<file path="config.mk">
export PLATFORM = sky130hd
export DESIGN_NAME = edge_oneshot
export DESIGN_NICKNAME = d
export VERILOG_FILES = /design/src/rtl/oneshot_pkg.sv /design/src/rtl/trig_sync_edge.sv /design/src/rtl/width_counter.sv /design/src/rtl/oneshot_fsm.sv /design/src/rtl/edge_oneshot.sv
export SDC_FILE = /design/constraint.sdc
export NUM_CORES = 1
export LEC_CHECK = 0
export BUFFER_PORTS_ARGS = -buffer_cell sky130_fd_sc_hd__clkbuf_2
export CAP_MARGIN = 5
export CORE_AREA = 2 2 39 41
export DETAILED_ROUTE_END_ITERATION = 7
export DIE_AREA = 0 0 41 43
export PLACE_DENSITY_LB_ADDON = 0.2
export SYNTH_ARGS = -nofsm -noshare
export SYNTH_HDL_FRONTEND = slang
export SYNTH_SLANG_ARGS = --single-unit
</file>
<file path="constraint.sdc">
create_clock -name clk -period 2 [get_ports clk]
set_input_delay 0.5 -clock clk [delete_from_list [all_inputs] [get_ports clk]]
set_output_delay 0.5 -clock clk [all_outputs]
set_load 0.05 [all_outputs]
</file>
<file path="src/rtl/oneshot_pkg.sv">
package oneshot_pkg;

    typedef enum logic {
        OS_IDLE = 1'b0,
        OS_RUN  = 1'b1
    } os_state_t;

endpackage

</file>
<file path="src/rtl/trig_sync_edge.sv">
// Multi-stage synchroniser followed by a rising-edge detector.
module trig_sync_edge #(
    parameter int STAGES = 2
) (
    input  logic clk,
    input  logic rst_n,
    input  logic async_in,
    output logic rise_strobe
);
    logic [STAGES-1:0] sync_q;
    logic              last_q;

    always_ff @(posedge clk) begin
        if (!rst_n) begin
            sync_q <= '0;
            last_q <= 1'b0;
        end else begin
            sync_q <= {sync_q[STAGES-2:0], async_in};
            last_q <= sync_q[STAGES-1];
        end
    end

    assign rise_strobe = sync_q[STAGES-1] & ~last_q;
endmodule

</file>
<file path="src/rtl/width_counter.sv">
// Loadable down-counter that saturates at zero and only moves when enabled.
module width_counter #(
    parameter int CW = 8
) (
    input  logic          clk,
    input  logic          rst_n,
    input  logic          load,
    input  logic [CW-1:0] load_val,
    input  logic          run_en,
    output logic [CW-1:0] count,
    output logic          at_last
);
    localparam logic [CW-1:0] ONE  = CW'(1);
    localparam logic [CW-1:0] ZERO = '0;

    always_ff @(posedge clk) begin
        if (!rst_n) begin
            count <= ZERO;
        end else if (load) begin
            count <= load_val;
        end else if (run_en && count != ZERO) begin
            count <= count - ONE;
        end
    end

    assign at_last = (count == ONE);
endmodule

</file>
<file path="src/rtl/oneshot_fsm.sv">
// Two-state control: IDLE waits for a strobe, RUN holds until the last count.
module oneshot_fsm
    import oneshot_pkg::*;
(
    input  logic clk,
    input  logic rst_n,
    input  logic strobe,
    input  logic width_zero,
    input  logic at_last,
    output logic load_cnt,
    output logic run
);
    os_state_t state_q, state_d;

    // Next-state logic
    always_comb begin
        state_d = state_q;
        unique case (state_q)
            OS_IDLE: if (strobe && !width_zero) state_d = OS_RUN;   // START
                     // REJECT: strobe with zero width stays idle
            OS_RUN:  if (at_last) state_d = OS_IDLE;                // DONE, else HOLD
            default: state_d = OS_IDLE;
        endcase
    end

    // State register
    always_ff @(posedge clk) begin
        if (!rst_n) state_q <= OS_IDLE;
        else        state_q <= state_d;
    end

    // Outputs
    always_comb begin
        load_cnt = 1'b0;
        run      = 1'b0;
        unique case (state_q)
            OS_IDLE: load_cnt = strobe;
            OS_RUN:  run      = 1'b1;
            default: run      = 1'b0;
        endcase
    end
endmodule

</file>
<file path="src/rtl/edge_oneshot.sv">
module edge_oneshot #(
    parameter int CW          = 8,
    parameter int SYNC_STAGES = 2
) (
    input  logic          clk,
    input  logic          rst_n,
    input  logic          trig_in,
    input  logic [CW-1:0] width_val,
    output logic          pulse_out
);
    logic          edge_strobe;
    logic          load_cnt;
    logic          run;
    logic          at_last;
    logic [CW-1:0] count_q;

    trig_sync_edge #(.STAGES(SYNC_STAGES)) u_sync (
        .clk         (clk),
        .rst_n       (rst_n),
        .async_in    (trig_in),
        .rise_strobe (edge_strobe)
    );

    oneshot_fsm u_fsm (
        .clk        (clk),
        .rst_n      (rst_n),
        .strobe     (edge_strobe),
        .width_zero (width_val == '0),
        .at_last    (at_last),
        .load_cnt   (load_cnt),
        .run        (run)
    );

    width_counter #(.CW(CW)) u_cnt (
        .clk      (clk),
        .rst_n    (rst_n),
        .load     (load_cnt),
        .load_val (width_val),
        .run_en   (run),
        .count    (count_q),
        .at_last  (at_last)
    );

    assign pulse_out = run;
endmodule

</file>
After elaboration in Yosys (flattened, before gate mapping) --
Cells that the tools add are included.
Storage, ports and cells: bits in read-only memories 0, memories kept 0, input port bits 11, register bits after elaboration 12, RAM bits 0, latch bits 0
Operators by class: bitwise operators 3, add/subtract/negate cells 1, div/mod/pow operators 0, magnitude comparators 0, muxes and demuxes 7, equal/unequal tests 1, multipliers 0, shift-type cells 0, reduce and logical (&&, ||, !) cells 6
Operators by type and width (number):
- 2-to-1 mux 8 bit | 2
- == test 8 x 1 -> 1 bit (second input constant) | 1
- zero test 8 bit | 1
- nonzero test 8 bit | 1
- subtractor 8 x 1 -> 8 bit (second input constant) | 1
- 2-to-1 mux 1 bit | 4
- logical AND 1 bit | 2
- NOT 1 bit | 2
- one-hot mux 1 bit (2 select lines) | 1
- nonzero test 2 bit | 1
- AND 1 bit | 1
- zero test 1 bit | 1

Depth between registers and ports, before layout --
Gate-level depths: netlist (run 1).
depth after elaboration 5, depth in mapped cells 6, mapped depth without buffers 6

Modules after synthesis --
A second synthesis (run 1) with hierarchy kept.
Second synthesis, totals: cell total of the unflattened synthesis 74, area, all modules 671.9 sq um
Modules (own cells, without submodules):
- width_counter | sequential area each 160.2 sq um, area each 513.0 sq um, times used 1, cells an instance 59
- trig_sync_edge | sequential area each 60.1 sq um, area each 92.6 sq um, times used 1, cells an instance 7
- oneshot_fsm | sequential area each 20.0 sq um, area each 47.5 sq um, times used 1, cells an instance 5
- edge_oneshot | sequential area each 0.0 sq um, area each 18.8 sq um, times used 1, cells an instance 3

Worst setup path before layout (run 1) --
Ideal clock, no wire load.
path type flip-flop to flip-flop, from register u_fsm.state_q, to register u_cnt.count[2], stages on the path, launching flop included 7, arrival time 1.725 ns, library setup time 0.091 ns, setup slack 0.184 ns, buffers on the path 2, path through dfxtp_1 -> clkbuf_1 -> or3b_1 -> clkbuf_1 -> nand2_1 -> and3b_1 -> a311oi_1
Between the ends: cells in the longest elaborated chain, start to end 3
RTL lines:
- from (decl) | RTL line oneshot_fsm.sv:13 | os_state_t state_q, state_d;
- from (signal assigned) | RTL line oneshot_fsm.sv:29 | else state_q <= state_d;
- 2-to-1 mux 1 bit | RTL line oneshot_fsm.sv:36 | unique case (state_q)
- logical AND 1 bit | RTL line width_counter.sv:21 | end else if (run_en && count != ZERO) begin
- nonzero test 2 bit (no source line)
- to (signal assigned) | RTL line width_counter.sv:20 | count <= load_val;
- to (signal assigned) | RTL line width_counter.sv:22 | count <= count - ONE;
- to (decl) | RTL line width_counter.sv:10 | output logic [CW-1:0] count,
Several ways; a longest one is shown, not always the timed one. A chain may end at the register's enable or synchronous reset.

Worst setup path after layout (run 1) --
from register u_cnt.count[0], to register u_cnt.count[0]
Between the ends: cells in the longest elaborated chain, start to end 3
RTL lines (RTL line):
- subtractor 8 x 1 -> 8 bit or nonzero test 8 bit (tied branches) | width_counter.sv:22, width_counter.sv:21
- 2-to-1 mux 8 bit or logical AND 1 bit (tied branches) | width_counter.sv:21
- 2-to-1 mux 8 bit or nonzero test 2 bit (tied branches)
Several ways; a longest one is shown, not always the timed one. The select of a mux whose other input is x is not followed.

==> results.ini, run 1 <==
[cts]
cts_tree = built
clock_sinks = 12
numCtsBuffers = 3
cts_resized = 0
cts_hold_buf = 0
clkLatencyLatePin_ns = 0.27
path_clk_slew_ns = 0.08
cts_buffer_depth = 2
cts_max_level = 1
clockRootBuffer = clkbuf_4
post_cts_buffers = 0

[logic_synthesis]
ys_ff_latch = 12
ys_seq_area_share_pct = 36.8
synth_fp_nets = 87
yosys-top-cells-area = dfxtp_1 37%, ha_1 5.7%, a31oi_1 4.8%
yosys-top-cells-count = 12 x dfxtp_1, 5 x a21oi_1, 5 x a31oi_1, 5 x nand2_1
synth_cells = 73
yosysUniqueCellTypes = 33
synth_enable_flop_cells = 0
syn_avg_cell_area_sq_um = 8.95
synthFlopType = dfxtp_1
yosysMostFrequentCell = dfxtp_1
synth_top_area_share_pct = 36.8
yosys_warnings = 0
syn_area_sq_um = 653
synth-async-reset-ratio_pct = 0
yosysTopAreaCell = dfxtp_1

[finish]
fillCellCount = 126
drive_gt1_share_pct = 23.3
seq_area_sq_um = 240
multi_input_area_sq_um = 383
num_antenna_cells = 0
fin_nets = 101
syn_to_final_growth_pct = 15.3

[global_route]
grt_first_pass_wirelength_microns = 2410
gr-usage-all-layers_pct = 20.2
grt_pass1_vias = 564
grt_overflow = 0
antenna_found_initial = 0
grt_max_degree = 11

[timing]
hold_violations = 0
maxSlewViolCount = 0
period_needed_ns = 1.81
slew_headroom_pct = 78.5
rsz0062_at_grt = false
setup_viol = 0
tns_ns = 0
tightest_slew_ns = 0.320
max_freq_mhz = 554
timing.final.crit_share_pct = 90.3
skew_ns = 0.00129

[power]
power.share.clock_pct = 33.2
vdd.ir_drop.worst_mv = 0.485
switchingPower_mw = 0.164
power_frac_comb_pct = 20.1
p_total_mw = 0.586
intPower_mw = 0.422
p_per_area_mw_per_mm2 = 778
netSwitchingFraction_pct = 28.0
leakagePower_nw = 0.289
p_seq_share_pct = 46.8

[die]
initial_utilization_pct = 47.2
rows = 14
die-height_microns = 43
core_sq_mm = 0.00138
ioPinCount = 12
die_width_microns = 41
die_area_sq_mm = 0.00176

[route]
drt_iter0_drc = 18
wirelength_microns = 1430
wl_per_cell_microns = 14.0
avgViaCountPerCell = 6.02
ant_nets = 0
drc = 0
drt-pass1-iter-count = 4
dr_total_vias = 614

[worst_setup_path]
crit_path_start = u_cnt.count[0]$_SDFFE_PN0P_
crit_type = flip-flop to flip-flop
critPathBufInv = 1
crit_path_cell_trace = inv_1, ha_1, or3b_2, o21ai_1, o221ai_1, a31oi_1
crit_family = compound AO/OA/AOI/OAI gates
cp-start-kind = flip-flop
end_kind = flip-flop
critPathMaxFanout = 4
required_ns = 2.20
slowest_delay_ns = 0.47
slowest_stage = or3b_2
worstPathArrival_ns = 2.01
r2r-start = u_cnt.count[0]$_SDFFE_PN0P_

[place]
hpwl_microns = 1080
gp_congestion = 0.853
io_buffer_count = 11

[worst_hold_path]
min_path_type = input pin to flip-flop
hold_start = trig_in

[run_status]
status = complete, no violations

[job]
drv_cap = 0

-- through the flow --
| stage | util (%) | instances | setup slack, ns | hold slack, ns | area [sq um] |
|---|---|---|---|---|---|
| 2_1_floorplan | - | 73 | 0.184 | 0.412 | 653 |
| 3_3_place_gp | 51.8 | 98 | 0.265 | 0.428 | 717 |
| 3_5_place_dp | 51.8 | 98 | 0.225 | 0.426 | 717 |
| 4_1_cts | 54.4 | 102 | 0.201 | 0.430 | 753 |
| 5_1_grt | 54.4 | 102 | 0.0908 | 0.441 | 753 |
| 6_report | 54.4 | 102 | 0.194 | 0.430 | 753 |
-- sequential cells by signal, indices dropped and copies added, names as in the netlist --
signal / flops
u_fsm.state_q: 1
u_sync.sync_q: 2
u_cnt.count: 8
u_sync.last_q: 1
-- placed cells by master (no fill, tap or decap), types with 3 or more instances in the layout --
master	count
dfxtp_1	12
clkbuf_2	11
a31oi_1	5
nand2_1	5
a21oi_1	5
o211ai_1	4
nor2_1	4
inv_1	3
and2_1	3
nand3_1	3
ha_1	3
clkbuf_4	3
-- area by class of cell --
class                   instances  area share, %
inverters                       3           1.50
well taps                      16           2.66
multi-input cells              55           50.8
clock buffers                   4           4.82
repair buffers                 12           8.31
flip-flops and latches         12           31.9
-- kinds of logic after synthesis --
kind of cell               Yosys count  share of synthesized area [%]
AOI/OAI and AO/OA                   21                           22.4
and+or+nand+nor                     31                           30.5
DFF                                 12                           36.8
buffers and inverters                6                           4.60
adders and majority gates            3                           5.75
-- power by group through the flow --
stage / logic, mW / clock network [mW] / registers [mW]
after global routing: 0.131 / 0.207 / 0.277
after detailed placement: 0.117 / 0 / 0.279
after floorplan: 0.0913 / 0 / 0.274
final: 0.118 / 0.194 / 0.274
after CTS: 0.117 / 0.198 / 0.274
after global placement: 0.118 / 0 / 0.278
-- path summary, 6_finish.rpt --
path / endpoint / slack [ns] / depth (start not counted)
setup / recovery: u_cnt.count[0]$_SDFFE_PN0P_ / 0.19 / 6
hold reg to reg: u_sync.sync_q[1]$_SDFF_PN0_ / 0.44 / 1
hold / removal: u_sync.sync_q[0]$_SDFF_PN0_ / 0.43 / 2
setup reg to reg: u_cnt.count[0]$_SDFFE_PN0P_ / 0.19 / 6
-- metal layers --
| metal | up-vias | share of wire [%] | track usage, % |
|---|---|---|---|
| li1 | 306 | - | - |
| met3 | 4 | 3.0 | 3.14 |
| met2 | 11 | 49 | 31.9 |
| met5 | - | 0 | 0 |
| met4 | 0 | 2.2 | 12.0 |
| met1 | 293 | 46 | 24.3 |
Power figures use the tool's default switching activity.
==> run 2: changes to the inputs <==
--- a/config.mk
+++ b/config.mk
@@ -7,9 +7,12 @@
 export LEC_CHECK = 0
 export BUFFER_PORTS_ARGS = -buffer_cell sky130_fd_sc_hd__clkbuf_2
 export CAP_MARGIN = 5
-export CORE_AREA = 2 2 39 41
+export CELL_PAD_IN_SITES_DETAIL_PLACEMENT = 0
+export CELL_PAD_IN_SITES_GLOBAL_PLACEMENT = 2
+export CORE_ASPECT_RATIO = 1.4
+export CORE_MARGIN = 2
+export CORE_UTILIZATION = 31
 export DETAILED_ROUTE_END_ITERATION = 7
-export DIE_AREA = 0 0 41 43
 export PLACE_DENSITY_LB_ADDON = 0.2
 export SYNTH_ARGS = -nofsm -noshare
 export SYNTH_HDL_FRONTEND = slang
==> results.ini, run 2 (synthesis gave the netlist of run 1 again) <==
[run_status]
status = complete, no violations  ; unchanged

[finish]
num_antenna_cells = 0  ; unchanged
largest_reg_flops = 8  ; unchanged
final-instance-count-excl-fill = 107  ; was 102
layout_commonest_cell = dfxtp_1  ; unchanged
drive_gt1_share_pct = 23.3  ; unchanged
fin_nets = 101  ; unchanged
top_regs = u_cnt.count (8), u_sync.sync_q (2)  ; unchanged
final_cell_mix = 12 x dfxtp_1, 11 x clkbuf_2, 5 x a31oi_1, 5 x nand2_1, 5 x a21oi_1  ; unchanged
largest-register = u_cnt.count  ; unchanged
syn_to_final_growth_pct = 16.3  ; was 15.3%

[timing]
hold_violations = 0  ; unchanged
period_needed_ns = 1.83  ; was 1.81 ns
tightest_slew_ns = 0.391  ; was 0.320 ns
rsz0062_at_grt = false  ; unchanged
timing.final.crit_share_pct = 91.4  ; was 90.3%
max_freq_mhz = 547  ; was 554 MHz
tns_ns = 0  ; unchanged
maxSlewViolCount = 0  ; unchanged
skew_ns = 0.00557  ; was 0.00129 ns
setup_viol = 0  ; unchanged
slew_headroom_pct = 73.7  ; was 78.5%

[global_route]
gr-usage-all-layers_pct = 14.8  ; was 20.2%
grt_pass1_vias = 594  ; was 564
antenna_found_initial = 0  ; unchanged
grt_overflow = 0  ; unchanged
grt_first_pass_wirelength_microns = 2660  ; was 2410 microns
grt_max_degree = 11  ; unchanged

[place]
dp_cells = 103  ; was 98
gp_congestion = 0.761  ; was 0.853
hpwl_microns = 1260  ; was 1080 microns
io_buffer_count = 11  ; unchanged

[cts]
cts_resized = 0  ; unchanged
clkLatencyLatePin_ns = 0.28  ; was 0.27 ns
numCtsBuffers = 3  ; unchanged
cts_tree = built  ; unchanged
clockRootBuffer = clkbuf_4  ; unchanged
cts_hold_buf = 0  ; unchanged
cts_max_level = 1  ; unchanged
post_cts_buffers = 0  ; unchanged
cts_buffer_depth = 2  ; unchanged
clock_sinks = 12  ; unchanged
path_clk_slew_ns = 0.08  ; about the same

[route]
ant_nets = 0  ; unchanged
wl_per_cell_microns = 15.5  ; was 14.0 microns
drt_iter0_drc = 29  ; was 18
avgViaCountPerCell = 5.76  ; was 6.02
wirelength_microns = 1650  ; was 1430 microns
drc = 0  ; unchanged
drt-pass1-iter-count = 4  ; unchanged
dr_total_vias = 616  ; was 614

[power]
p_per_area_mw_per_mm2 = 784  ; was 778 mW/mm^2
vdd.ir_drop.worst_mv = 0.373  ; was 0.485 mV
leakagePower_nw = 0.289  ; unchanged

[worst_setup_path]
end_kind = flip-flop  ; unchanged
rrSetupSlack_ns = 0.17  ; was 0.19 ns
slowest_stage = or3b_2  ; unchanged
required_ns = 2.21  ; was 2.20 ns
crit_type = flip-flop to flip-flop  ; unchanged
crit_path_cell_trace = inv_1, ha_1, or3b_2, o21ai_1, o221ai_1, a31oi_1  ; unchanged
reg2reg_depth = 6  ; unchanged
critPathMaxFanout = 4  ; unchanged
r2r-start = u_cnt.count[0]$_SDFFE_PN0P_  ; unchanged
crit_end = u_cnt.count[0]$_SDFFE_PN0P_  ; unchanged
slowest_delay_ns = 0.47  ; about the same
worstPathArrival_ns = 2.04  ; was 2.01 ns
reg2reg_to = u_cnt.count[0]$_SDFFE_PN0P_  ; unchanged
cp-start-kind = flip-flop  ; unchanged
crit_path_start = u_cnt.count[0]$_SDFFE_PN0P_  ; unchanged

[worst_hold_path]
holdPathStages = 2  ; unchanged
min_path_type = input pin to flip-flop  ; unchanged

[die]
rows = 19  ; was 14
initial_utilization_pct = 33.1  ; was 47.2%
die_width_microns = 42.8  ; was 41 microns
die-height_microns = 58.3  ; was 43 microns
core_sq_mm = 0.00197  ; was 0.00138 sq mm
ioPinCount = 12  ; unchanged
die_area_sq_mm = 0.00250  ; was 0.00176 sq mm

[job]
drv_cap = 0  ; unchanged

==> run 2: cell counts in the layout (fill, tap and decap cells not counted) <==
No cell type changed its count.
==> run 2: metal layers <==
layer / vias up / wire length [microns] / GRT usage, %
li1: 307 / - / -
met4: 0 / 66 / 11.2
met5: - / 0 / 0
met1: 287 / 735 / 17.0
met2: 15 / 800 / 24.7
met3: 7 / 51 / 1.84
==> run 2: worst max-delay path, delay by kind of cell (launching register included) <==
kind | cells | cell delay [ns]
buffers and inverters | 1 | 0.11
adder cells (fa/ha/maj) | 1 | 0.21
flip-flops | 1 | 0.33
AO/OA/AOI/OAI | 3 | 0.64
AND/OR/NAND/NOR | 1 | 0.47
==> run 2: report_power, final <==
group | total, mW | internal (mW) | switching [mW]
sequential | 0.274 | 0.254 | 0.0196
clock | 0.200 | 0.111 | 0.0893
combinational | 0.121 | 0.0573 | 0.0639
==> run 2: through the flow <==
step | instance area, sq um | hold slack (ns) | total power, mW | setup slack [ns] | utilization, %
final | 759 | 0.424 | 0.595 | 0.172 | 38.5
after floorplan | 653 | 0.412 | 0.366 | 0.184 | -
after detailed placement | 723 | 0.429 | 0.401 | 0.213 | 36.7
after CTS | 759 | 0.425 | 0.602 | 0.192 | 38.5
after global routing | 759 | 0.453 | 0.626 | 0.0571 | 38.5
after global placement | 723 | 0.427 | 0.402 | 0.240 | 36.7
==> run 2: how the worst min path moves through the flow <==
stage	startpoint	to	slack [ns]
2_1_floorplan	u_sync.sync_q[0]$_SDFF_PN0_	u_sync.sync_q[1]$_SDFF_PN0_	0.41
3_3_place_gp	u_sync.sync_q[0]$_SDFF_PN0_	u_sync.sync_q[1]$_SDFF_PN0_	0.43
3_5_place_dp	u_sync.sync_q[0]$_SDFF_PN0_	u_sync.sync_q[1]$_SDFF_PN0_	0.43
4_1_cts	trig_in	u_sync.sync_q[0]$_SDFF_PN0_	0.43
5_1_grt	trig_in	u_sync.sync_q[0]$_SDFF_PN0_	0.45
6_report	trig_in	u_sync.sync_q[0]$_SDFF_PN0_	0.42
==> run 2: final cells by class <==
| class | count | area [sq um] |
|---|---|---|
| Clock buffer | 4 | 36.3 |
| Inverter | 3 | 11.3 |
| Fill cell | 222 | 1210 |
| Multi-Input combinational cell | 55 | 383 |
| Timing Repair Buffer | 12 | 62.6 |
| Sequential cell | 12 | 240 |
| Tap cell | 21 | 26.3 |
==> run 3: changes to the inputs <==
--- a/config.mk
+++ b/config.mk
@@ -5,7 +5,7 @@
 export SDC_FILE = /design/constraint.sdc
 export NUM_CORES = 1
 export LEC_CHECK = 0
-export BUFFER_PORTS_ARGS = -buffer_cell sky130_fd_sc_hd__clkbuf_2
+export BUFFER_PORTS_ARGS = -buffer_cell sky130_fd_sc_hd__buf_4
 export CAP_MARGIN = 5
 export CELL_PAD_IN_SITES_DETAIL_PLACEMENT = 0
 export CELL_PAD_IN_SITES_GLOBAL_PLACEMENT = 2
==> results.ini, run 3 (synthesis gave the netlist of run 1 again) <==
[run_status]
status = complete, no violations  ; unchanged

[power]
p_seq_share_pct = 45.6  ; was 46.0%
p_per_area_mw_per_mm2 = 753  ; was 784 mW/mm^2
intPower_mw = 0.430  ; was 0.423 mW
vdd.ir_drop.worst_mv = 0.317  ; was 0.373 mV
leakagePower_nw = 0.301  ; was 0.289 nW
switchingPower_mw = 0.169  ; was 0.173 mW
p_total_mw = 0.598  ; was 0.595 mW
power_frac_comb_pct = 21.8  ; was 20.4%
power.share.clock_pct = 32.6  ; was 33.6%
netSwitchingFraction_pct = 28.2  ; was 29.0%

[finish]
syn_to_final_growth_pct = 21.6  ; was 16.3%
largest_reg_flops = 8  ; unchanged
largest-register = u_cnt.count  ; unchanged
fin_nets = 102  ; was 101
fillCellCount = 210  ; was 222
layout_commonest_cell = buf_4  ; was dfxtp_1
top_regs = u_cnt.count (8), u_sync.sync_q (2)  ; unchanged
drive_gt1_share_pct = 24.1  ; was 23.3%
num_antenna_cells = 0  ; unchanged
final_cell_mix = 13 x buf_4, 12 x dfxtp_1, 5 x a31oi_1, 5 x nand2_1, 5 x a21oi_1  ; was 12 x dfxtp_1, 11 x clkbuf_2, 5 x a31oi_1, 5 x nand2_1, 5 x a21oi_1

[place]
hpwl_microns = 1240  ; was 1260 microns
io_buffer_count = 11  ; unchanged
gp_congestion = 0.788  ; was 0.761

[cts]
post_cts_buffers = 0  ; unchanged
cts_hold_buf = 0  ; unchanged
numCtsBuffers = 3  ; unchanged
cts_max_level = 1  ; unchanged
cts_buffer_depth = 2  ; unchanged
clockRootBuffer = clkbuf_4  ; unchanged
path_clk_slew_ns = 0.08  ; about the same
cts_resized = 0  ; unchanged
cts_tree = built  ; unchanged
clkLatencyLatePin_ns = 0.27  ; was 0.28 ns
clock_sinks = 12  ; unchanged

[timing]
setup_viol = 0  ; unchanged
tns_ns = 0  ; unchanged
timing.final.crit_share_pct = 90.6  ; was 91.4%
rsz0062_at_grt = false  ; unchanged
period_needed_ns = 1.81  ; was 1.83 ns
hold_violations = 0  ; unchanged
tightest_slew_ns = 0.421  ; was 0.391 ns
slew_headroom_pct = 71.7  ; was 73.7%
max_freq_mhz = 552  ; was 547 MHz
skew_ns = 0.00781  ; was 0.00557 ns
maxSlewViolCount = 0  ; unchanged
whs_ns = 0.435  ; was 0.424 ns

[die]
core_sq_mm = 0.00197  ; unchanged
rows = 19  ; unchanged
initial_utilization_pct = 33.1  ; unchanged
die_width_microns = 42.8  ; unchanged
ioPinCount = 12  ; unchanged
die-height_microns = 58.3  ; unchanged
die_area_sq_mm = 0.00250  ; unchanged

[job]
drv_cap = 0  ; unchanged

[global_route]
met1_usage_pct = 16.9  ; was 17.0%
met3_usage_pct = 2.45  ; was 1.84%
grt_max_degree = 10  ; was 11
grt_overflow = 0  ; unchanged
antenna_found_initial = 0  ; unchanged
met2_usage_pct = 24.7  ; unchanged
grt_pass1_vias = 607  ; was 594
grt_first_pass_wirelength_microns = 2700  ; was 2660 microns
gr-usage-all-layers_pct = 14.9  ; was 14.8%
grt-busiest-layer = met2  ; unchanged

[worst_setup_path]
cp-start-kind = flip-flop  ; unchanged
slowest_delay_ns = 0.47  ; about the same
crit_path_cell_trace = inv_1, ha_1, or3b_2, o21ai_1, o221ai_1, a31oi_1  ; unchanged
rrSetupSlack_ns = 0.19  ; was 0.17 ns
crit_type = flip-flop to flip-flop  ; unchanged
worstPathArrival_ns = 2.02  ; was 2.04 ns
critPathMaxFanout = 4  ; unchanged
reg2reg_to = u_cnt.count[0]$_SDFFE_PN0P_  ; unchanged
r2r-start = u_cnt.count[0]$_SDFFE_PN0P_  ; unchanged
reg2reg_depth = 6  ; unchanged
slowest_stage = or3b_2  ; unchanged
required_ns = 2.21  ; about the same
end_kind = flip-flop  ; unchanged

[route]
ant_nets = 0  ; unchanged
drt_iter0_drc = 14  ; was 29
wirelength_microns = 1660  ; was 1650 microns
drt-pass1-iter-count = 4  ; unchanged
avgViaCountPerCell = 5.88  ; was 5.76
wl_per_cell_microns = 15.4  ; was 15.5 microns
dr_total_vias = 635  ; was 616
drc = 0  ; unchanged

[worst_hold_path]
min_path_type = input pin to flip-flop  ; unchanged
hold_start = trig_in  ; unchanged
holdPathStages = 2  ; unchanged
whs_endpoint = u_sync.sync_q[0]$_SDFF_PN0_  ; unchanged

[run 3: changes by cell type in the layout (fill, tap and decap cells not counted)]
cell,delta
buf_4,+12
clkbuf_2,-11
[run 3: power by group through the flow]
stage | clock, mW | combinational, mW | sequential, mW
2_1_floorplan | 0 | 0.0913 | 0.274
3_3_place_gp | 0 | 0.132 | 0.278
3_5_place_dp | 0 | 0.130 | 0.278
4_1_cts | 0.204 | 0.131 | 0.272
5_1_grt | 0.214 | 0.145 | 0.276
6_report | 0.195 | 0.130 | 0.273
[run 3: final cells by class]
type | count | area, sq um | share of cell area [%]
clock buffer | 4 | 36.3 | 4.57
multi-input combinational | 55 | 383 | 48.2
inverter | 3 | 11.3 | 1.42
sequential | 12 | 240 | 30.2
timing repair buffer | 13 | 97.6 | 12.3
tap | 21 | 26.3 | 3.31
[run 3: how the worst max path moves through the flow]
stage,from,end,cells after the start
final,u_cnt.count[0]$_SDFFE_PN0P_,u_cnt.count[0]$_SDFFE_PN0P_,6
after global routing,u_cnt.count[0]$_SDFFE_PN0P_,u_cnt.count[0]$_SDFFE_PN0P_,6
after CTS,u_cnt.count[0]$_SDFFE_PN0P_,u_cnt.count[0]$_SDFFE_PN0P_,6
after detailed placement,u_cnt.count[0]$_SDFFE_PN0P_,u_cnt.count[1]$_SDFFE_PN0P_,6
after global placement,u_cnt.count[0]$_SDFFE_PN0P_,u_cnt.count[1]$_SDFFE_PN0P_,6
after floorplan,u_fsm.state_q$_SDFF_PN0_,u_cnt.count[2]$_SDFFE_PN0P_,6
[run 3: metrics by stage]
step / cell area, sq um / util (%) / std cells / setup WS [ns]
6_report: 795 / 40.3 / 108 / 0.188
5_1_grt: 795 / 40.3 / 108 / 0.00633
4_1_cts: 795 / 40.3 / 108 / 0.199
3_5_place_dp: 758 / 38.4 / 104 / 0.215
3_3_place_gp: 758 / 38.4 / 104 / 0.245
2_1_floorplan: 653 / - / 73 / 0.184
[run 3: metal layers]
| layer | wire [microns] | part of all wire, % |
|---|---|---|
| met4 | 62 | 3.7 |
| met2 | 781 | 47 |
| met5 | 0 | 0 |
| met3 | 82 | 4.9 |
| met1 | 736 | 44 |
[run 3: worst max-delay path: cells and delay by family (launching register included)]
kind,cells,cell delay (ns)
adder cells (fa/ha/maj),1,0.22
buffers and inverters,1,0.11
AO/OA/AOI/OAI,3,0.63
flip-flops,1,0.33
AND/OR/NAND/NOR,1,0.47
